`src/rtl/gpo_pkg.sv`:
```
package gpo_pkg;

    localparam int BYTE_W = 8;
    localparam int ADDR_W = 8;

    typedef enum logic [1:0] {
        SEL_NONE = 2'd0,
        SEL_DATA = 2'd1,
        SEL_OE   = 2'd2
    } sel_e;

    typedef struct packed {
        sel_e              sel;
        logic [ADDR_W-1:0] lane;
    } dec_t;

    // Map a byte address onto one of the two words and a lane within it.
    function automatic dec_t decode(input logic [ADDR_W-1:0] a,
                                    input logic [ADDR_W-1:0] base_d,
                                    input logic [ADDR_W-1:0] base_o,
                                    input int                lanes);
        dec_t r;
        r.sel  = SEL_NONE;
        r.lane = '0;
        if (int'(a) >= int'(base_d) && int'(a) < int'(base_d) + lanes) begin
            r.sel  = SEL_DATA;
            r.lane = a - base_d;
        end else if (int'(a) >= int'(base_o) && int'(a) < int'(base_o) + lanes) begin
            r.sel  = SEL_OE;
            r.lane = a - base_o;
        end
        return r;
    endfunction

endpackage

```
`src/rtl/gpo_regbank.sv`:
```
module gpo_regbank
    import gpo_pkg::*;
#(
    parameter int                NLANES    = 3,
    parameter logic [ADDR_W-1:0] DATA_BASE = 8'h78,
    parameter logic [ADDR_W-1:0] OE_BASE   = 8'h7C,
    localparam int               WORD_W    = NLANES * BYTE_W
) (
    input  logic              clk,
    input  logic              rst,
    input  logic              wr_en,
    input  logic [ADDR_W-1:0] addr,
    input  logic [BYTE_W-1:0] wr_data,
    output logic [BYTE_W-1:0] rd_data,
    output logic [WORD_W-1:0] data_word,
    output logic [WORD_W-1:0] oe_word,
    output logic              wr_hit
);

    dec_t              dec;
    logic [WORD_W-1:0] data_q;
    logic [WORD_W-1:0] oe_q;
    logic [WORD_W-1:0] lane_mask;

    always_comb dec = decode(addr, DATA_BASE, OE_BASE, NLANES);

    assign wr_hit    = wr_en && (dec.sel != SEL_NONE);
    assign data_word = data_q;
    assign oe_word   = oe_q;

    for (genvar g = 0; g < NLANES; g++) begin : g_lane
        always_ff @(posedge clk) begin
            if (rst) begin
                data_q[g*BYTE_W +: BYTE_W] <= '0;
                oe_q[g*BYTE_W +: BYTE_W]   <= '0;
            end else if (wr_en && dec.lane == ADDR_W'(g)) begin
                if (dec.sel == SEL_DATA) data_q[g*BYTE_W +: BYTE_W] <= wr_data;
                if (dec.sel == SEL_OE)   oe_q[g*BYTE_W +: BYTE_W]   <= wr_data;
            end
        end
    end

    always_comb begin
        rd_data   = '0;
        lane_mask = '0;
        for (int i = 0; i < NLANES; i++) begin
            if (dec.lane == ADDR_W'(i)) begin
                lane_mask[i*BYTE_W +: BYTE_W] = '1;
                if (dec.sel == SEL_DATA) rd_data = data_q[i*BYTE_W +: BYTE_W];
                if (dec.sel == SEL_OE)   rd_data = oe_q[i*BYTE_W +: BYTE_W];
            end
        end
    end

    AST_OE_HOLD_ON_DATA_WRITE: assert property (@(posedge clk) disable iff (rst)
        (wr_en && dec.sel == SEL_DATA) |=> $stable(oe_q));
    AST_DATA_LANE_ONLY: assert property (@(posedge clk) disable iff (rst)
        (wr_en && dec.sel == SEL_DATA) |=> (((data_q ^ $past(data_q)) & ~$past(lane_mask)) == '0));
    AST_HOLD_WITHOUT_HIT: assert property (@(posedge clk) disable iff (rst)
        !wr_hit |=> ($stable(data_q) && $stable(oe_q)));

endmodule

```
`src/rtl/gpo_change.sv`:
```
module gpo_change #(
    parameter int NPINS = 16
) (
    input  logic             clk,
    input  logic             rst,
    input  logic             wr_hit,
    input  logic [NPINS-1:0] data_lo,
    input  logic [NPINS-1:0] oe_lo,
    output logic [NPINS-1:0] pin_out,
    output logic [NPINS-1:0] strobe,
    output logic [NPINS-1:0] evt_level
);

    logic             pend;
    logic [NPINS-1:0] level;
    logic [NPINS-1:0] prev_q;
    logic [NPINS-1:0] strobe_q;
    logic [NPINS-1:0] evt_q;

    assign level     = data_lo & oe_lo;
    assign pin_out   = level;
    assign strobe    = strobe_q;
    assign evt_level = evt_q;

    always_ff @(posedge clk) begin
        if (rst) begin
            pend     <= 1'b0;
            prev_q   <= '0;
            strobe_q <= '0;
            evt_q    <= '0;
        end else begin
            pend     <= wr_hit;
            strobe_q <= pend ? (prev_q ^ level) : '0;
            if (pend) begin
                prev_q <= level;
                evt_q  <= level;
            end
        end
    end

    AST_EVT_AFTER_WRITE: assert property (@(posedge clk) disable iff (rst)
        (|strobe_q) |-> $past(pend));
    AST_PREV_IN_SYNC: assert property (@(posedge clk) disable iff (rst)
        !pend |-> (prev_q == level));

endmodule

```
`src/rtl/gpio_out_events.sv`:
```
module gpio_out_events
    import gpo_pkg::*;
#(
    parameter int                NPINS     = 16,
    parameter int                NLANES    = 3,
    parameter logic [ADDR_W-1:0] DATA_BASE = 8'h78,
    parameter logic [ADDR_W-1:0] OE_BASE   = 8'h7C
) (
    input  logic              clk,
    input  logic              rst,
    input  logic              wr_en,
    input  logic [ADDR_W-1:0] addr,
    input  logic [BYTE_W-1:0] wr_data,
    output logic [BYTE_W-1:0] rd_data,
    output logic [NPINS-1:0]  pin_out,
    output logic [NPINS-1:0]  chg_strobe,
    output logic [NPINS-1:0]  chg_level
);

    localparam int WORD_W = NLANES * BYTE_W;

    logic [WORD_W-1:0] data_word;
    logic [WORD_W-1:0] oe_word;
    logic              wr_hit;

    gpo_regbank #(
        .NLANES   (NLANES),
        .DATA_BASE(DATA_BASE),
        .OE_BASE  (OE_BASE)
    ) u_regs (
        .clk      (clk),
        .rst      (rst),
        .wr_en    (wr_en),
        .addr     (addr),
        .wr_data  (wr_data),
        .rd_data  (rd_data),
        .data_word(data_word),
        .oe_word  (oe_word),
        .wr_hit   (wr_hit)
    );

    // Only the low NPINS bits reach the pins; the rest are storage only.
    if (NPINS < WORD_W) begin : g_upper
        logic unused_upper;
        assign unused_upper = ^{data_word[WORD_W-1:NPINS], oe_word[WORD_W-1:NPINS]};
    end

    gpo_change #(
        .NPINS(NPINS)
    ) u_chg (
        .clk      (clk),
        .rst      (rst),
        .wr_hit   (wr_hit),
        .data_lo  (data_word[NPINS-1:0]),
        .oe_lo    (oe_word[NPINS-1:0]),
        .pin_out  (pin_out),
        .strobe   (chg_strobe),
        .evt_level(chg_level)
    );

    AST_PINS_HOLD_IDLE: assert property (@(posedge clk) disable iff (rst)
        !wr_en |=> $stable(pin_out));

endmodule

```
`config.mk`:
```
export PLATFORM = sky130hd
export DESIGN_NAME = gpio_out_events
export DESIGN_NICKNAME = d
export VERILOG_FILES = /design/src/rtl/gpo_pkg.sv /design/src/rtl/gpo_regbank.sv /design/src/rtl/gpo_change.sv /design/src/rtl/gpio_out_events.sv
export SDC_FILE = /design/constraint.sdc
export NUM_CORES = 1
export LEC_CHECK = 0
export BUFFER_PORTS_ARGS = -buffer_cell sky130_fd_sc_hd__buf_2
export CAP_MARGIN = 20
export CORE_AREA = 5 5 134 136
export CTS_CLUSTER_SIZE = 14
export DETAILED_ROUTE_END_ITERATION = 8
export DIE_AREA = 0 0 139 141
export PLACE_DENSITY_LB_ADDON = 0.12
export SLEW_MARGIN = 5
export SYNTH_ARGS = -nofsm -noshare
export SYNTH_HDL_FRONTEND = slang
export SYNTH_SLANG_ARGS = --single-unit
```
`constraint.sdc`:
```
create_clock -name clk -period 2.5 [get_ports clk]
set_input_delay 0.125 -clock clk [delete_from_list [all_inputs] [get_ports clk]]
set_output_delay 0.125 -clock clk [all_outputs]
set_load 0.05 [all_outputs]
```
==> results.sh <==
export IMPL_status="finished, final reports clean"
export IMPL_wire_per_inst_um=16.2
export IMPL_dpl_hpwl_um=8960
export IMPL_setup_worst_path_class="primary input to primary output"
export IMPL_fin_util_pct=30.0
export IMPL_synth_nets=473
export IMPL_power_leakage_nw=2.01
export IMPL_antenna_cells=0
export IMPL_fillers=1827
export IMPL_cts_num_sinks=81
export IMPL_die_area_um2=19600
export IMPL_critPathArrivalTime_ns=2.16
export IMPL_synth_area_per_cell_um2=9.01
export IMPL_worst_pin_slew_ns=0.694
export IMPL_path_common_cell="buf_2"
export IMPL_synth_flop_cell="dfxtp_1"
export IMPL_start_kind="primary input"
export IMPL_initialDrtViolationCount=148
export IMPL_drcViolationCount=0
export IMPL_synth_edf_count=0
export IMPL_cp_max_fo=8
export IMPL_cp_cell_sequence="buf_2, ha_1, or2_2, o211a_1, nor2b_1, buf_4, a21oi_1, o22ai_1, buf_2"
export IMPL_placementRows=48
export IMPL_num_vias=3414
export IMPL_powerDensity_nw_per_um2=543
export IMPL_die_w_um=139
export IMPL_synth_compound_area_share_pct=11.9
export IMPL_drive_above_1_share_pct=22.6
export IMPL_fin_total_pwr_mw=2.74
export IMPL_hp_class="primary input to flop"
export IMPL_ant_nets=0
export IMPL_ys_seq_area_share_pct=39.9
export IMPL_syn_area_um2=4070
export IMPL_grt_max_degree=42
export IMPL_final_common_cell="dfxtp_1"
export IMPL_rsz0062_at_grt="no"
export IMPL_insertion_delay_ns=0.34
export IMPL_crit_path_end_kind="primary output"
export IMPL_synth_area_mux_share_pct=15.8
export IMPL_synth_xor_area_share_pct=3.66
export IMPL_ys_ff_latch=81
export IMPL_slew_headroom_pct=53.7
export IMPL_peakVddDrop_mv=0.376
export IMPL_dr_pass1_iters=4
export IMPL_synthCells=451
export IMPL_dp_cells=739
export IMPL_slowest_delay_ns=0.38
export IMPL_finalSetupViolations=0
export IMPL_drv_cap=0
export IMPL_area_growth_pct=24.1
export IMPL_final_cell_mix="dfxtp_1 (81), nor2_1 (76), buf_2 (74)"
export IMPL_grt_pass1_wl_um=19100
export IMPL_fmax_mhz=437
export IMPL_synth_top_family_by_area="simple AND/OR/NAND/NOR gates"
export IMPL_post_route_period_util_pct=91.6
export IMPL_htree_levels=3
export IMPL_core_area_um2=16800
export IMPL_via_per_inst=4.52
export IMPL_cts_buffers=9
export IMPL_hold_violations=0
export IMPL_critical_path_required_ns=2.38
export IMPL_io_buffers=74
export IMPL_totalWireLength_um=12300
export IMPL_antenna_found_initial=0
export IMPL_drv_slew=0
export IMPL_cts_tree="built"
export IMPL_clockRootBuffer="clkbuf_16"
export IMPL_nNetsFinal=547
export IMPL_holdBufCountCts=0
export IMPL_ys_warn_count=0
export IMPL_gp_congestion=0.788
export IMPL_overflow=0
export IMPL_synth_fa_ha_area_share_pct=0.923
export IMPL_fin_setup_tns_ns=0
export IMPL_path_clk_slew_ns=0.06
export IMPL_final_cell_count_no_fill=755
export IMPL_fin_crit_ns=2.29
export IMPL_slowest_stage="or2_2"
export IMPL_groute_usage_overall_pct=12.5
export IMPL_die_y_um=141
export IMPL_synthSimpleGateAreaFrac_pct=24.8
export IMPL_clock_skew_ns=0.0103
export IMPL_first_global_vias=3231
export IMPL_pin_count=75
export IMPL_async_flop_share_pct=0
export IMPL_synth_distinct_cells=47
export IMPL_clk_path_buf_depth=2
export IMPL_start_util_pct=24.2
[synthesized netlist by cell type (3+ instances only)]
cell	number	area (um2)
dfxtp_1	81	1620
nor2_1	76	285
mux2i_1	64	641
clkbuf_1	23	86.3
nand2_1	22	82.6
and2_1	18	113
nand2b_1	18	113
nor3b_1	16	120
o21ai_0	16	80.1
xnor2_1	16	140
nand3b_1	15	113
nand3_1	12	60.1
a21oi_1	8	40.0
a22oi_1	7	52.6
a31oi_1	7	43.8
o22ai_1	5	31.3
a21boi_0	3	22.5
and4b_1	3	30.0
ha_1	3	37.5
or3_1	3	18.8
[path summary, 6_finish.rpt]
path / startpoint / to / slack, ns / cells after the start
worst min register to register: u_regs.data_word[23] / u_regs.data_word[23] / 0.48 / 2
worst min-delay path: wr_data[6] / u_regs.data_word[22] / 0.12 / 3
worst max register to register: u_chg.pend / u_chg.strobe[15] / 1.23 / 2
worst max-delay path: addr[2] / rd_data[2] / 0.21 / 9
[metal layers]
layer | vias to the layer above | wire [um] | GRT usage, %
li1 | 1718 | - | -
met1 | 1615 | 6050 | 17.5
met2 | 74 | 5530 | 19.1
met3 | 7 | 563 | 3.43
met4 | 0 | 118 | 3.40
met5 | - | 0 | 0
[layout make-up]
type,instances,area [um2],share of cell area [%]
multi-input combinational,340,2350,46.5
sequential,81,1620,32.1
timing repair buffer,92,505,10.0
tap,225,282,5.58
clock buffer,13,260,5.16
clock inverter,3,25.0,0.496
inverter,1,3.75,0.0744
[logic make-up after synthesis]
logic type      count (synthesis)
mux                            64
buf+inv                        30
fa+ha+maj                       3
compound gates                 66
simple gates                  190
flops                          81
xor+xnor                       17
[flip-flops by register name (all words and copies together) (netlist names)]
name	cells
u_chg.evt_level	16
u_chg.pend	1
u_chg.strobe	16
u_regs.data_word	24
u_regs.oe_word	24
[worst max-delay path, delay by kind of cell]
kind	cells	cell delay, ns
adders and majority gates	1	0.29
and+or+nand+nor	2	0.63
buffers and inverters	3	0.65
AOI/OAI and AO/OA	3	0.47
[through the flow]
stage          hold WS [ns]  instance area [um2]  worst slack [ns]
2_1_floorplan         0.269                 4090            0.0722
3_3_place_gp          0.463                 4750             0.117
3_5_place_dp          0.473                 4750             0.115
4_1_cts               0.105                 5040             0.119
5_1_grt               0.119                 5050            0.0222
6_report              0.116                 5050             0.210
[where the power goes]
group / total, mW / internal [mW] / leakage [nW] / switching [mW]
Combinational: 0.183 / 0.0580 / 1.22 / 0.125
Clock: 1.27 / 0.732 / 0.136 / 0.535
Sequential: 1.29 / 1.29 / 0.652 / 0.000367
Total: 2.74 / 2.08 / 2.01 / 0.660
[timing repair]
action,4_1_cts,5_1_grt
buffers inserted,0,0
endpoints found under the setup margin,0,1
gates resized for setup,0,1
No activity file was read; power rests on OpenSTA's default activity.
